==> src/rtl/bht_pkg.sv <==
package bht_pkg;

    typedef enum logic [1:0] {
        CTR_STRONG_NT = 2'b00,
        CTR_WEAK_NT   = 2'b01,
        CTR_WEAK_T    = 2'b10,
        CTR_STRONG_T  = 2'b11
    } ctr_e;

    localparam ctr_e CTR_RESET = CTR_WEAK_NT;

    // Outcome of a resolved branch, as seen by the update logic.
    typedef struct packed {
        logic       valid;
        logic [1:0] snap;
        logic       taken;
    } resolve_s;

    // Write request toward the counter storage.
    typedef struct packed {
        logic       en;
        logic [1:0] state;
    } ctr_wr_s;

    function automatic logic ctr_dir(input logic [1:0] s);
        return s[1];
    endfunction

    function automatic logic [1:0] ctr_step(input logic [1:0] s, input logic taken);
        logic [1:0] r;
        if (taken) r = (s == 2'b11) ? s : s + 2'd1;
        else       r = (s == 2'b00) ? s : s - 2'd1;
        return r;
    endfunction

endpackage

==> src/rtl/bht_index.sv <==
module bht_index #(
    parameter int ADDR_W     = 32,
    parameter int ALIGN_BITS = 2,
    parameter int IDX_W      = 6
) (
    input  logic [ADDR_W-1:0] pc_i,
    output logic [IDX_W-1:0]  idx_o
);
    // Slot select sits directly above the instruction alignment bits.
    assign idx_o = pc_i[ALIGN_BITS +: IDX_W];
endmodule

==> src/rtl/bht_update.sv <==
module bht_update
    import bht_pkg::*;
(
    input  resolve_s res_i,
    output ctr_wr_s  wr_o,
    output logic     mispredict_o
);
    always_comb begin
        wr_o.en      = res_i.valid;
        // Next state comes from the carried copy, never a fresh read.
        wr_o.state   = ctr_step(res_i.snap, res_i.taken);
        mispredict_o = res_i.valid && (ctr_dir(res_i.snap) != res_i.taken);
    end
endmodule

==> src/rtl/bht_ctr_array.sv <==
module bht_ctr_array
    import bht_pkg::*;
#(
    parameter int ENTRIES = 64,
    parameter int IDX_W   = $clog2(ENTRIES)
) (
    input  logic                     clk,
    input  logic                     rst,
    input  logic [IDX_W-1:0]         res_idx_i,
    input  ctr_wr_s                  res_wr_i,
    input  logic [IDX_W-1:0]         prime_idx_i,
    input  ctr_wr_s                  prime_wr_i,
    output logic [ENTRIES-1:0][1:0]  state_o
);
    for (genvar e = 0; e < ENTRIES; e++) begin : g_slot
        logic       hit_res;
        logic       hit_prime;
        logic [1:0] nxt;
        logic [1:0] q;

        assign hit_res   = res_wr_i.en   && (res_idx_i   == IDX_W'(e));
        assign hit_prime = prime_wr_i.en && (prime_idx_i == IDX_W'(e));
        // Priming takes priority over resolution on the same slot.
        assign nxt = hit_prime ? prime_wr_i.state : res_wr_i.state;

        always_ff @(posedge clk) begin
            if (rst)                       q <= CTR_RESET;
            else if (hit_prime || hit_res) q <= nxt;
        end

        assign state_o[e] = q;
    end
endmodule

==> src/rtl/bht_predictor.sv <==
module bht_predictor
    import bht_pkg::*;
#(
    parameter int ADDR_W     = 32,
    parameter int ENTRIES    = 64,
    parameter int ALIGN_BITS = 2,
    localparam int IDX_W     = $clog2(ENTRIES)
) (
    input  logic              clk,
    input  logic              rst,
    input  logic [ADDR_W-1:0] fetch_pc,
    output logic [IDX_W-1:0]  fetch_idx,
    output logic              pred_taken,
    output logic [1:0]        pred_snap,
    input  logic              res_valid,
    input  logic [IDX_W-1:0]  res_idx,
    input  logic [1:0]        res_snap,
    input  logic              res_taken,
    output logic              mispredict,
    input  logic              prime_valid,
    input  logic [IDX_W-1:0]  prime_idx,
    input  logic [1:0]        prime_state
);
    logic [ENTRIES-1:0][1:0] table_q;
    resolve_s                res_bus;
    ctr_wr_s                 res_wr;
    ctr_wr_s                 prime_wr;

    bht_index #(.ADDR_W(ADDR_W), .ALIGN_BITS(ALIGN_BITS), .IDX_W(IDX_W)) u_index (
        .pc_i  (fetch_pc),
        .idx_o (fetch_idx)
    );

    assign res_bus = '{valid: res_valid, snap: res_snap, taken: res_taken};

    bht_update u_update (
        .res_i        (res_bus),
        .wr_o         (res_wr),
        .mispredict_o (mispredict)
    );

    assign prime_wr = '{en: prime_valid, state: prime_state};

    bht_ctr_array #(.ENTRIES(ENTRIES), .IDX_W(IDX_W)) u_array (
        .clk         (clk),
        .rst         (rst),
        .res_idx_i   (res_idx),
        .res_wr_i    (res_wr),
        .prime_idx_i (prime_idx),
        .prime_wr_i  (prime_wr),
        .state_o     (table_q)
    );

    // Unbypassed combinational read: same-cycle writes are not visible.
    assign pred_snap  = table_q[fetch_idx];
    assign pred_taken = ctr_dir(pred_snap);
endmodule

==> config.mk <==
export PLATFORM = sky130hd
export DESIGN_NAME = bht_predictor
export DESIGN_NICKNAME = d
export VERILOG_FILES = /design/src/rtl/bht_pkg.sv /design/src/rtl/bht_index.sv /design/src/rtl/bht_update.sv /design/src/rtl/bht_ctr_array.sv /design/src/rtl/bht_predictor.sv
export SDC_FILE = /design/constraint.sdc
export NUM_CORES = 1
export LEC_CHECK = 0
export CAP_MARGIN = 0
export CORE_MARGIN = 4
export CORE_UTILIZATION = 45
export DETAILED_ROUTE_END_ITERATION = 8
export DONT_BUFFER_PORTS = 1
export MAX_ROUTING_LAYER = met4
export RECOVER_POWER = 50
export SLEW_MARGIN = 20
export SYNTH_ARGS = -nofsm -noshare
export SYNTH_HDL_FRONTEND = slang
export SYNTH_SLANG_ARGS = --single-unit
==> constraint.sdc <==
create_clock -name clk -period 2.5 [get_ports clk]
set_input_delay 0.625 -clock clk [delete_from_list [all_inputs] [get_ports clk]]
set_output_delay 0.625 -clock clk [all_outputs]
set_load 0.03 [all_outputs]
==> summary.md <==
| Metric | Value |
|---|---|
| R2R Setup Slk | `1.53 ns` |
| Pwr Density | `between 500 and 600 nW/um^2` |
| Synth-to-layout area growth | `8.63%` |
| Hold EP | `u_array.g_slot[26].q[1]` |
| DR pass1 iterations | `5` |
| Async set-reset flop share out of synthesis | `0` |
| Synthesis Warnings | `0` |
| First-pass GRT wire length | `41200 um` |
| Status | `finished with violations` |
| Hold Slack | `0.272 ns` |
| Placed cell area | `8220 um^2` |
| Initial core utilization | `0.465` |
| GP Congestion | `0.855` |
| Max Clk Rate | `~370 MHz` |
| Core area | `17500 um^2` |
| Rows | `48` |
| TritonCTS Buffers | `17` |
| Post-synthesis sequential area ratio | `0.315` |
| MaxCap Viol Count | `1` |
| RSZ-0062 raised after global routing | `yes` |
| Largest reg by FF count | `u_array.g_slot.q` |
| Vias | `7367` |
| Largest family of logic cells by synthesized area | `simple AND/OR/NAND/NOR gates` |
| Failing checks | `max-capacitance violations, max-slew violations, negative setup slack` |
| Inst Count DP | `1151` |
| Dominant synthesized flop cell | `dfxtp_1` |
| Place WS | `-0.276 ns` |
| Largest net degree at the start of global routing | `129` |
| Worst path bufs/invs | `0` |
| Largest register FFs | `128` |
| # clock sinks | `128` |
| GR Overflow Total | `0` |
| Final Non-Filler Cells | `1183` |
| Final Instance Area | `just under 9000 um^2` |
| Worst-Margin Slew | `1.64 ns` |
| Post-route ant nets | `0` |
| Post-synth EDFFs | `0` |
| Critical path endpoint category | `output port` |
| # DRC | `0` |
| Total Power | `0.00503 W` |
| Post-CTS Setup Bufs | `0` |
| Netlist cell types | `just over 50` |
| Cells on Worst Hold Path | `1` |
| Largest delay share family, worst path | `compound AO/OA/AOI/OAI gates` |
| Synthesized area | `8130 um^2` |
| Worst R2R Path Depth | `3` |
| Final setup violation count | `3` |
| CP startpoint kind | `register` |
| WL/cell | `approximately 22 um` |
| Max VDD drop | `about 0.00051 V` |
| Hold Path Origin | `rst` |
| Worst reg2reg endpoint | `u_array.g_slot[58].q[0]` |
| Die height | `~140 um` |
| Adder-cell share of the synthesized area | `0.00246` |
| 1st-iter DRT viols | `862` |
| CTS tree | `built` |
| Tmin final | `2.72 ns` |
| Rel. slew slack | `-0.0910` |
| Critical path type | `register to output port` |
| Seq cells post-synth | `about 130` |
| Lkg Pwr | `3.25 nW` |
| N_diodes | `0` |
| Worst path arrival time | `2.10 ns` |
| Final wirelength | `26600 um` |
| Biggest regs | `u_array.g_slot.q x128` |
| Fin crit share | `1.09` |
| Hold crit path type | `input port to register` |
| Syn_nets | `1041` |
| Latest clock arrival within the worst-skew pair | `0.42 ns` |
| H-tree levels | `4` |
| Final net count | `998` |
| Crit path largest cell delay | `0.46 ns` |
| Slowest CP cell | `mux4_2` |
| Worst-path clk slew | `0.06 ns` |
| Clock Tree Buf Depth | `2` |
| Post-synthesis average cell area | `8.23 um^2` |
| Layout cells sized above 1 | `0.147` |
| Reg2Reg Launch Point | `u_array.g_slot[58].q[0]` |
| Synth top area share | `0.315` |
| Yosys top cell by area | `dfxtp_1` |
| Mapped Cells | `a little under 1000` |
| IO buf count | `0` |
| Initial antenna violation count | `0` |
| WP data required | `1.88 ns` |
| Pins Over Slew Limit | `65` |
| Die ar. | `20300 um^2` |
| Vias/cell | `6.23` |
| Vias in the first global route | `6970` |
| IO Count | `63` |
| Xor/xnor share of the synthesized area | `0.00108` |
| Hpwl dp | `16800 um` |
| Fin. Hold Viols | `0` |
| Compound-Gate Fraction of Synth Area | `0.164` |
| Gr usage total | `0.272` |
| Post-Synth Simple-Gate Area | `0.252` |
| Die W | `142 um` |
| Post-synthesis mux area share | `0.214` |
| Worst-path cell chain | `mux4_2 > a22o_1 > o21ai_2 > a21oi_2 > a211o_4` |
| Worst clock skew | `0 ns` |
| CTS root buffer | `clkbuf_16` |
| CP max FO | `2` |
| Cell types occupying the most area after synthesis | `dfxtp_1, mux2i_1, nand2_1` |
| Worst Slack Setup Final | `-0.222 ns` |
[what timing repair did]
| item | CTS | global route |
|---|---|---|
| pin swaps | 12 | 3 |
| setup endpoints to repair | 3 | 3 |
| endpoints found under the hold margin | 0 | 0 |
| hold buffers | 0 | 0 |
| gates resized for setup | 12 | 3 |
[where the power goes]
part	switching [W]	total, W	internal [W]	leakage, nW
registers	0.0000144	0.00208	0.00206	1.03
logic	0.000241	0.000382	0.000141	1.93
clock network	0.000957	0.00257	0.00161	0.289
[area by class of cell]
cell class,instances,area (um^2)
Inverter,2,7.51
Tap cell,225,282
Fill cell,1665,8640
Timing Repair Buffer,25,185
Multi-Input combinational cell,771,5190
Clock buffer,21,460
Sequential cell,128,2570
Clock inverter,11,138
[logic make-up (layout without fill, tap and decap cells)]
logic type,after synthesis,in the layout
adder cells (fa/ha/maj),2,2
flip-flops,128,128
multiplexers,135,135
buffers and inverters,89,59
AND/OR/NAND/NOR,432,432
XOR/XNOR,1,1
AO/OA/AOI/OAI,201,201
[synthesized netlist by cell type, types with 2 or more instances]
| cell type | n |
|---|---|
| nor2_1 | 135 |
| nand4b_1 | 4 |
| a211o_1 | 32 |
| and3b_1 | 2 |
| buf_6 | 2 |
| nor4b_4 | 3 |
| or2_2 | 31 |
| mux4_1 | 6 |
| nand2b_1 | 6 |
| o21ai_0 | 22 |
| nor2b_1 | 7 |
| a21oi_1 | 66 |
| a211oi_1 | 62 |
| and4bb_2 | 6 |
| a22oi_1 | 6 |
| a311oi_1 | 3 |
| nand2_1 | 157 |
| buf_1 | 4 |
| and2_1 | 2 |
| nand4_1 | 2 |
| inv_1 | 2 |
| nor3b_2 | 2 |
| clkbuf_1 | 52 |
| nand3_1 | 21 |
| maj3_1 | 2 |
| dfxtp_1 | 128 |
| mux2i_1 | 102 |
| mux4_2 | 23 |
| buf_2 | 16 |
| and3_1 | 2 |
| nor3_1 | 37 |
| nand3b_1 | 4 |
| or2_1 | 4 |
| a21o_1 | 2 |
| a22o_1 | 2 |
| buf_4 | 13 |
| mux2_2 | 4 |
[per-layer routing]
layer / vias up / GRT usage / part of all wire
met2: 333 / 0.412 / 0.46
met5: - / - / 0
met3: 43 / 0.0565 / 0.084
li1: 3474 / - / -
met1: 3517 / 0.367 / 0.44
met4: 0 / 0.0805 / 0.020
[how the worst max path moves through the flow]
stage / depth (start not counted) / start / to
after global routing: 5 / u_array.g_slot[39].q[1] / pred_snap[1]
final: 5 / u_array.g_slot[39].q[1] / pred_snap[1]
after CTS: 5 / u_array.g_slot[39].q[1] / pred_snap[1]
after detailed placement: 5 / fetch_pc[2] / pred_snap[1]
after global placement: 5 / fetch_pc[2] / pred_snap[1]
after floorplan: 7 / fetch_pc[2] / pred_snap[1]
[through the flow]
step | util | setup TNS, ns
5_1_grt | 0.505 | -0.749
6_report | 0.505 | -0.611
2_1_floorplan | - | -0.426
3_5_place_dp | 0.470 | -0.722
4_1_cts | 0.507 | -0.701
3_3_place_gp | 0.470 | -0.730
[layout by cell type, fill, tap and decap left out, drive strengths merged, types with 4 or more instances in the layout]
cell / n
buf: 23
o21ai: 23
nor2: 135
clkbuf: 23
a22oi: 6
nor4b: 4
clkinv: 5
nand3b: 4
nand4b: 4
dfxtp: 128
mux4: 29
or2: 35
and4bb: 6
a211o: 32
nand3: 21
nor3: 37
mux2: 4
nand2: 157
nor2b: 7
nand2b: 6
mux2i: 102
a21oi: 66
a211oi: 62
Note: power is estimated with default switching activity, not from simulation.
